<file path="src/rtl/margin_pkg.sv">
package margin_pkg;

    typedef enum logic [1:0] {
        MODE_NORMAL = 2'd0,
        MODE_UP     = 2'd1,
        MODE_DOWN   = 2'd2
    } margin_mode_e;

    function automatic logic [7:0] center_code(input int code_w);
        return 8'(1 << (code_w - 1));
    endfunction

endpackage

</file>
<file path="src/rtl/margin_sync.sv">
module margin_sync #(
    parameter int STAGES = 2,
    parameter int WIDTH  = 2
) (
    input  logic             clk,
    input  logic             rst_n,
    input  logic [WIDTH-1:0] d,
    output logic [WIDTH-1:0] q
);
    logic [WIDTH-1:0] stage_q [STAGES];

    always_ff @(posedge clk or negedge rst_n) begin
        if (!rst_n) stage_q[0] <= '0;
        else        stage_q[0] <= d;
    end

    for (genvar s = 1; s < STAGES; s++) begin : g_stage
        always_ff @(posedge clk or negedge rst_n) begin
            if (!rst_n) stage_q[s] <= '0;
            else        stage_q[s] <= stage_q[s-1];
        end
    end

    assign q = stage_q[STAGES-1];
endmodule

</file>
<file path="src/rtl/margin_mode_fsm.sv">
module margin_mode_fsm
    import margin_pkg::*;
(
    input  logic         clk,
    input  logic         rst_n,
    input  logic         up_s,
    input  logic         dn_s,
    output margin_mode_e mode_o,
    output logic         force_min,
    output logic         force_max
);
    margin_mode_e state_q, state_d;

    always_comb begin
        state_d = state_q;
        unique case (state_q)
            MODE_NORMAL: begin
                if (dn_s)      state_d = MODE_DOWN;
                else if (up_s) state_d = MODE_UP;
            end
            MODE_UP: begin
                if (dn_s)       state_d = MODE_DOWN;
                else if (!up_s) state_d = MODE_NORMAL;
            end
            MODE_DOWN: begin
                if (!dn_s) state_d = up_s ? MODE_UP : MODE_NORMAL;
            end
            default: state_d = MODE_NORMAL;
        endcase
    end

    always_ff @(posedge clk or negedge rst_n) begin
        if (!rst_n) state_q <= MODE_NORMAL;
        else        state_q <= state_d;
    end

    always_comb begin
        force_min = 1'b0;
        force_max = 1'b0;
        unique case (state_q)
            MODE_UP:   force_min = 1'b1;
            MODE_DOWN: force_max = 1'b1;
            default:   ;
        endcase
    end

    assign mode_o = state_q;
endmodule

</file>
<file path="src/rtl/margin_chan.sv">
module margin_chan #(
    parameter int CODE_W  = 8,
    parameter int RANGE_W = 2
) (
    input  logic               clk,
    input  logic               rst_n,
    input  logic               wr_hit,
    input  logic [CODE_W-1:0]  wr_code,
    input  logic [RANGE_W-1:0] wr_range,
    input  logic               wr_enable,
    input  logic               force_min,
    input  logic               force_max,
    output logic [CODE_W-1:0]  code_o,
    output logic [RANGE_W-1:0] range_o,
    output logic               oe_o
);
    localparam logic [CODE_W-1:0] CODE_MID = CODE_W'(1) << (CODE_W - 1);

    logic [CODE_W-1:0]  code_q;
    logic [RANGE_W-1:0] range_q;
    logic               ena_q;

    always_ff @(posedge clk or negedge rst_n) begin
        if (!rst_n) begin
            code_q  <= CODE_MID;
            range_q <= '0;
            ena_q   <= 1'b0;
        end else if (wr_hit) begin
            code_q  <= wr_code;
            range_q <= wr_range;
            ena_q   <= wr_enable;
        end
    end

    always_comb begin
        if (!ena_q)         code_o = code_q;
        else if (force_max) code_o = '1;
        else if (force_min) code_o = '0;
        else                code_o = code_q;
    end

    assign range_o = range_q;
    assign oe_o    = ena_q;
endmodule

</file>
<file path="src/rtl/margin_dac_ctrl.sv">
module margin_dac_ctrl
    import margin_pkg::*;
#(
    parameter int NUM_CH      = 6,
    parameter int CODE_W      = 8,
    parameter int RANGE_W     = 2,
    parameter int SYNC_STAGES = 2,
    parameter int SEL_W       = (NUM_CH > 1) ? $clog2(NUM_CH) : 1
) (
    input  logic                      clk,
    input  logic                      rst_n,
    input  logic                      margin_up_in,
    input  logic                      margin_dn_in,
    input  logic                      wr_en,
    input  logic [SEL_W-1:0]          wr_sel,
    input  logic [CODE_W-1:0]         wr_code,
    input  logic [RANGE_W-1:0]        wr_range,
    input  logic                      wr_enable,
    output logic [NUM_CH*CODE_W-1:0]  dac_code,
    output logic [NUM_CH*RANGE_W-1:0] dac_range,
    output logic [NUM_CH-1:0]         dac_oe
);
    logic [1:0]   pins_sync;
    logic         up_sync, dn_sync;
    logic         force_min, force_max;
    margin_mode_e mode_cur;

    margin_sync #(.STAGES(SYNC_STAGES), .WIDTH(2)) u_sync (
        .clk   (clk),
        .rst_n (rst_n),
        .d     ({margin_dn_in, margin_up_in}),
        .q     (pins_sync)
    );

    assign up_sync = pins_sync[0];
    assign dn_sync = pins_sync[1];

    margin_mode_fsm u_fsm (
        .clk       (clk),
        .rst_n     (rst_n),
        .up_s      (up_sync),
        .dn_s      (dn_sync),
        .mode_o    (mode_cur),
        .force_min (force_min),
        .force_max (force_max)
    );

    for (genvar i = 0; i < NUM_CH; i++) begin : g_ch
        logic hit;
        assign hit = wr_en && (wr_sel == SEL_W'(i));

        margin_chan #(.CODE_W(CODE_W), .RANGE_W(RANGE_W)) u_chan (
            .clk       (clk),
            .rst_n     (rst_n),
            .wr_hit    (hit),
            .wr_code   (wr_code),
            .wr_range  (wr_range),
            .wr_enable (wr_enable),
            .force_min (force_min),
            .force_max (force_max),
            .code_o    (dac_code[i*CODE_W +: CODE_W]),
            .range_o   (dac_range[i*RANGE_W +: RANGE_W]),
            .oe_o      (dac_oe[i])
        );
    end
endmodule

</file>
<file path="config.mk">
export PLATFORM = sky130hd
export DESIGN_NAME = margin_dac_ctrl
export DESIGN_NICKNAME = d
export VERILOG_FILES = /design/src/rtl/margin_pkg.sv /design/src/rtl/margin_sync.sv /design/src/rtl/margin_mode_fsm.sv /design/src/rtl/margin_chan.sv /design/src/rtl/margin_dac_ctrl.sv
export SDC_FILE = /design/constraint.sdc
export NUM_CORES = 1
export LEC_CHECK = 0
export BUFFER_PORTS_ARGS = -buffer_cell sky130_fd_sc_hd__buf_2
export CAP_MARGIN = 15
export CORE_MARGIN = 2
export CORE_UTILIZATION = 50
export DETAILED_ROUTE_END_ITERATION = 8
export PLACE_DENSITY = 0.87
export SKIP_LAST_GASP = 1
export SYNTH_ARGS = -nofsm -noshare
export SYNTH_HDL_FRONTEND = slang
export SYNTH_HIERARCHICAL = 1
export SYNTH_SLANG_ARGS = --single-unit
</file>
<file path="constraint.sdc">
create_clock -name clk -period 1.5 [get_ports clk]
set_input_delay 0.15 -clock clk [delete_from_list [all_inputs] [get_ports clk]]
set_output_delay 0.15 -clock clk [all_outputs]
set_load 0.05 [all_outputs]
</file>
==> results of run 1 <==
-- cells in the mapped netlist --
library cell   n
a211oi_1       1
a21boi_0       1
a21o_1        48
and2_1         6
and2b_1        1
and4b_2        2
and4bb_2       3
buf_2          6
buf_4          2
buf_6          6
dfrtp_1       66
dfstp_2        6
inv_1          1
mux2_2         6
mux2_4        60
nand2_1        6
nor2b_1        1
nor4b_2        1
-- layout make-up --
type	instances	area share
flip-flops and latches	72	0.392
multi-input cells	136	0.339
repair buffers	103	0.207
clock buffers	12	0.0336
well taps	80	0.0217
clock inverters	4	0.00623
inverters	1	0.000812
-- critical path: stages (launching register included) --
cell and delay [ns]:
dfrtp_1 0.40, and2b_4 0.40, nand2_4 0.13, a21o_1 0.22, buf_6 0.16
-- cell families after synthesis --
group	count (synthesis)	synth area share
compound gates	50	0.110
buf+inv	15	0.0340
flops	72	0.529
mux	66	0.283
simple gates	20	0.0436
-- worst min path at each step --
stage	from	slack [ns]	depth (start not counted)	end
2_1_floorplan	rst_n	-0.15	0	g_ch[0].u_chan/code_q[0]$_DFFE_PN0P_
3_3_place_gp	rst_n	0.14	1	g_ch[0].u_chan/code_q[0]$_DFFE_PN0P_
3_5_place_dp	rst_n	0.14	1	g_ch[0].u_chan/code_q[0]$_DFFE_PN0P_
4_1_cts	wr_range[1]	0.12	2	g_ch[4].u_chan/range_o[1]$_DFFE_PN0P_
5_1_grt	wr_range[1]	0.14	2	g_ch[5].u_chan/range_o[1]$_DFFE_PN0P_
6_report	wr_range[1]	0.13	2	g_ch[5].u_chan/range_o[1]$_DFFE_PN0P_
-- power breakdown --
group | leakage, nW | switching (mW) | total [mW] | internal (mW)
Sequential | 0.855 | 0.296 | 2.67 | 2.37
Combinational | 1.46 | 2.25 | 3.77 | 1.52
Clock | 0.0886 | 0.736 | 1.43 | 0.691
-- per-stage QoR --
step	setup slack, ns	cells
CTS	-0.286	407
floorplan	0.0121	223
detailed placement	-0.0549	387
global route	-0.337	408
global placement	0.0111	387
finish	-0.314	408
-- routing by layer --
layer | vias to the layer above | GRT usage | share of wire
met3 | 14 | 0.0467 | 0.044
met4 | 0 | 0.0909 | 0.018
met1 | 1166 | 0.297 | 0.43
met5 | - | 0 | 0
li1 | 1006 | - | -
met2 | 76 | 0.368 | 0.51
-- timing repair --
action	CTS	global route
setup buffers	1	1
pin swaps	0	49
gates resized for setup	63	72
endpoints found under the setup margin	48	48
hold buffers	3	0
hold endpoints to repair	18	0
-- sequential cells by signal (all words and copies together), names as in the netlist --
name / flops
g_ch.u_chan/code_q: 48
u_sync/stage_q: 2
u_sync/q: 2
g_ch.u_chan/range_o: 12
g_ch.u_chan/oe_o: 6
u_fsm/mode_o: 2
==> results.tsv, run 1 <==
metric	value	unit
fp.dieW	86.7	µm
syn_avg_cell_area	15.3	µm²
routed-via-count	2262	
numCtsBuffers	9	
end_kind	output pin	
synth.cell_area	3420	µm²
finalPower	7.86	mW
timing.critical_path.to	dac_code[23]	
rows	30	
layout_commonest_cell	dfrtp_1	
yosys.area.top_type	dfrtp_1	
timing.hold.ws	0.130	ns
coreArea	6720	µm²
ff2ff_path_depth	4	
path_max_fanout	8	
hold_viol_final	0	
start_util	0.509	
place_congestion	0.775	
synth_fp_nets	242	
ant_nets	0	
fin_area	4620	µm²
drtPass1Iterations	4	
tightest_slew	0.491	ns
min_period	1.81	ns
synth_area_leaders	dfrtp_1 (48%), mux2_4 (26%), a21o_1 (11%), dfstp_2 (4.6%), buf_6 (2.0%)	
p_per_area	1700	nW/µm²
reg2reg_from	u_fsm/mode_o[1]$_DFFE_PN0P_	
yosysTopAreaCellShare	0.483	
p_leak	2.40	nW
grt_util_all_layers	0.226	
clkTransAtPathRegs	0.08	ns
post-route-drc-count	0	
fin_crit_sh	1.21	
critPathKind	flop to output pin	
regArea	1810	µm²
vias_per_cell	5.54	
overflow	0	
ys_seq_area_frac	0.529	
grt_pass1_vias	2298	
dr.first_iter.drc_count	119	
clk_latency	0.35	ns
dieArea	7510	µm²
grt_max_degree	29	
hold_path_class	primary input to flop	
setup_tns	-12.65	ns
io_pins	85	
antenna_found_initial	0	
yosysWarnings	6	
multiInputGateArea	1570	µm²
nFillCells	419	
status	complete, but fails checks	
htree_levels	3	
ir_drop	0.886	mV
fmax	551	MHz
area_growth	35.2	%
fin_ws	-0.314	ns
placed_cell_area	4020	µm²
layout_common_cells	dfrtp_1 (66), mux2_4 (60), buf_6 (51)	
routed_wl	8300	µm
cts-root-buf	clkbuf_8	
r2r_slack	0.37	ns
netlist_instances	223	
rsz0062_at_grt	true	
diodes	0	
drive_gt1_frac	0.631	
synth.distinct_cells	18	
cts_tree	yes	
routedWlPerCell	20.3	µm
cp-startpoint	u_fsm/mode_o[1]$_DFFE_PN0P_	
skew	0.00563	ns
maxCapViolCount	0	
grt_first_pass_wirelength	12500	µm
fin_nets	342	
rr_endpoint	u_fsm/mode_o[0]$_DFFE_PN0P_	
required	1.35	ns
cp-start-kind	flop	
cts.sinks	72	
slew_headroom	0.673	
port_buffers	84	
die_h	86.7	µm
slew_viol_final	0	
cp.arrival	1.66	ns
final-setup-viol-count	48	
synth_seq_cells	72	
fin_util	0.688	
clockBufferDepth	2	
detailed_place_hpwl	5310	µm
violations	negative setup slack	
Power figures use the tool's default switching activity.
==> inputs of run 2 (changes only) <==
PLACE_DENSITY = 0.86   (was 0.87)
RECOVER_POWER = 25   (was default)
SYNTH_HIERARCHICAL = default   (was 1)
clock period = 1.8 ns   (was 1.5 ns; I/O delays follow)
==> results.tsv, run 2 <==
metric	value	unit	change
status	finished, final reports clean		
setup_tns	0	ns	+12.65 ns
hold_viol_final	0		unchanged
required	1.62	ns	+0.27 ns
place_congestion	0.760		-1.9%
synthXorXnorAreaFrac	0		unchanged
synth_area_leaders	dfrtp_1 (47%), mux2_2 (21%), o2bb2ai_1 (12%), a21oi_1 (6.8%), dfstp_2 (4.5%)		
p_per_area	1470	nW/µm²	-13%
fin_nets	374		+9.4%
synth_fp_nets	304		+26%
synth.distinct_cells	16		-2
cts.sinks	72		unchanged
clk_latency	0.35	ns	about the same
switching_share	0.456		+0.0387
hold_path_class	primary input to flop		
yosysTopAreaCellShare	0.468		-0.0149
cts_tree	yes		
ant_nets	0		unchanged
ys_seq_area_frac	0.513		-0.0163
seqPwrFrac	0.360		+0.021
io_pins	85		unchanged
ir_drop	0.793	mV	-10%
area_growth	21.9	%	
synth_seq_cells	72		unchanged
cts-root-buf	clkbuf_8		
fp.dieW	88.0	µm	+1.5%
cp-start-kind	flop		
overflow	0		unchanged
power.internal	3.45	mW	-25%
drive_gt1_frac	0.522		-0.109
path_max_fanout	36		+28
synthFlopType	dfrtp_1		
drtPass1Iterations	4		unchanged
slew_headroom	0.363		-0.309
end_kind	output pin		
comb_power_share	0.465		-0.014
routed-via-count	2581		+14%
critPathKind	flop to output pin		
htree_levels	3		unchanged
post-route-drc-count	0		unchanged
antenna_found_initial	0		unchanged
yosys-mux-area-fraction	0.211		-0.0726
coreArea	6790	µm²	+1.1%
pwr-share-clk	0.175		-0.006
fmax	564	MHz	
syn_avg_cell_area	12.4	µm²	-19%
cp.arrival	1.59	ns	-0.07 ns
min_period	1.77	ns	
grt_first_pass_wirelength	12400	µm	-0.88%
yosysWarnings	0		-6
clkTransAtPathRegs	0.07	ns	about the same
clockBufferDepth	2		unchanged
diodes	0		unchanged
routed_wl	8040	µm	-3.1%
top_register	g_ch.u_chan.code_q		
maxCapViolCount	0		unchanged
vias_per_cell	5.66		+2.1%
grt_max_degree	73		+150%
fin_crit_sh	0.986		
slew_viol_final	0		unchanged
dieArea	7740	µm²	+3.0%
largest_register_ffs	48		unchanged
rsz0062_at_grt	true		
routedWlPerCell	17.6	µm	-13%
tightest_slew	0.955	ns	+0.464 ns
synth-adder-area-share	0		unchanged
grt_util_all_layers	0.214		-0.0124
dr.first_iter.drc_count	187		+57%
synth_edf_count	0		unchanged
synth_top_family_by_area	multiplexers		
postCtsSetupBuffers	0		-1
postSynth.asyncResetShare	1.00		unchanged
synth.cell_area	3530	µm²	+3.2%
die_h	88.0	µm	+1.5%
grt_pass1_vias	2457		+6.9%
netlist_instances	285		+28%
start_util	0.519		+0.0104
rows	30		unchanged
fin_util	0.633		-0.0549
port_buffers	84		unchanged
skew	0.00219	ns	-0.00343 ns
detailed_place_hpwl	5460	µm	+2.7%
finalPower	6.34	mW	-19%
numCtsBuffers	9		unchanged
synth_commonest_cells	dfrtp_1 (66), mux2_2 (66), a21oi_1 (48), o2bb2ai_1 (48), clkbuf_1 (23)		
switchingPower	2.89	mW	-12%
synth_compound_gate_area_share	0.192		+0.0817
yosys.area_share.simple	0.0305		-0.0131
p_leak	1.87	nW	-22%
yosys.area.top_type	dfrtp_1		
layout_common_cells	mux2_2 (66), dfrtp_1 (66), a21oi_1 (48), o2bb2ai_1 (48), buf_2 (43)		
final-setup-viol-count	0		-100%
-- run 2: cell type report --
type / count / area, µm²
clock buffer: 12 / 145
clock inverter: 4 / 20.0
fill: 509 / 2490
inverter: 1 / 3.75
multi-input combinational: 176 / 1570
sequential: 72 / 1810
tap: 96 / 120
timing repair buffer: 95 / 629
-- run 2: logic make-up (layout without fill, tap and decap cells) --
family,count (synthesis),count (layout)
buf+inv,37,112
flops,72,72
compound gates,98,98
mux,66,66
simple gates,12,12
-- run 2: timing repair --
action,CTS,global route
hold endpoints to repair,68,0
pin swaps,0,0
endpoints found under the setup margin,48,46
hold buffers,3,0
resized for setup,24,39
-- run 2: power groups by stage --
stage          logic (mW)  clock network [mW]  registers [mW]
2_1_floorplan        2.11                   0            2.39
3_3_place_gp         2.74                   0            2.26
3_5_place_dp         2.79                   0            2.29
4_1_cts              2.87                1.12            2.27
5_1_grt              3.09                1.19            2.33
6_report             2.95                1.11            2.28
-- run 2: worst paths after layout --
path,from,endpoint,slack (ns),depth (start not counted)
worst max-delay path,u_fsm.mode_o[1]$_DFFE_PN0P_,dac_code[32],0.03,4
worst min-delay path,wr_range[0],g_ch[1].u_chan.range_o[0]$_DFFE_PN0P_,0.15,2
worst max register to register,g_ch[4].u_chan.oe_o$_DFFE_PN0P_,g_ch[4].u_chan.oe_o$_DFFE_PN0P_,0.83,2
worst min register to register,u_sync.stage_q[2]$_DFF_PN0_,u_sync.q[0]$_DFF_PN0_,0.36,0
max in group asynchronous,rst_n,g_ch[4].u_chan.code_q[0]$_DFFE_PN0P_,0.57,3
min in group asynchronous,rst_n,u_sync.stage_q[2]$_DFF_PN0_,0.61,3
-- run 2: metrics by stage --
step	hold slack, ns	std cells	worst slack [ns]	cell area [µm²]
5_1_grt	0.142	456	-0.0373	4300
3_3_place_gp	0.227	437	0.280	3970
2_1_floorplan	-0.116	285	0.00101	3530
3_5_place_dp	0.230	437	0.198	3970
6_report	0.146	456	0.0255	4300
4_1_cts	0.141	456	-0.0328	4230
-- run 2: routing by layer --
metal / vias to the layer above / share of wire / track usage
met3: 15 / 0.062 / 0.0575
met1: 1282 / 0.43 / 0.279
met4: 0 / 0.021 / 0.0979
met2: 75 / 0.49 / 0.335
li1: 1209 / - / -
met5: - / 0 / 0
-- run 2: worst max-delay path: stages (launching register included) --
cell	delay, ns
dfrtp_1	0.41
buf_12	0.21
nand2b_4	0.20
o2bb2ai_1	0.17
buf_4	0.24
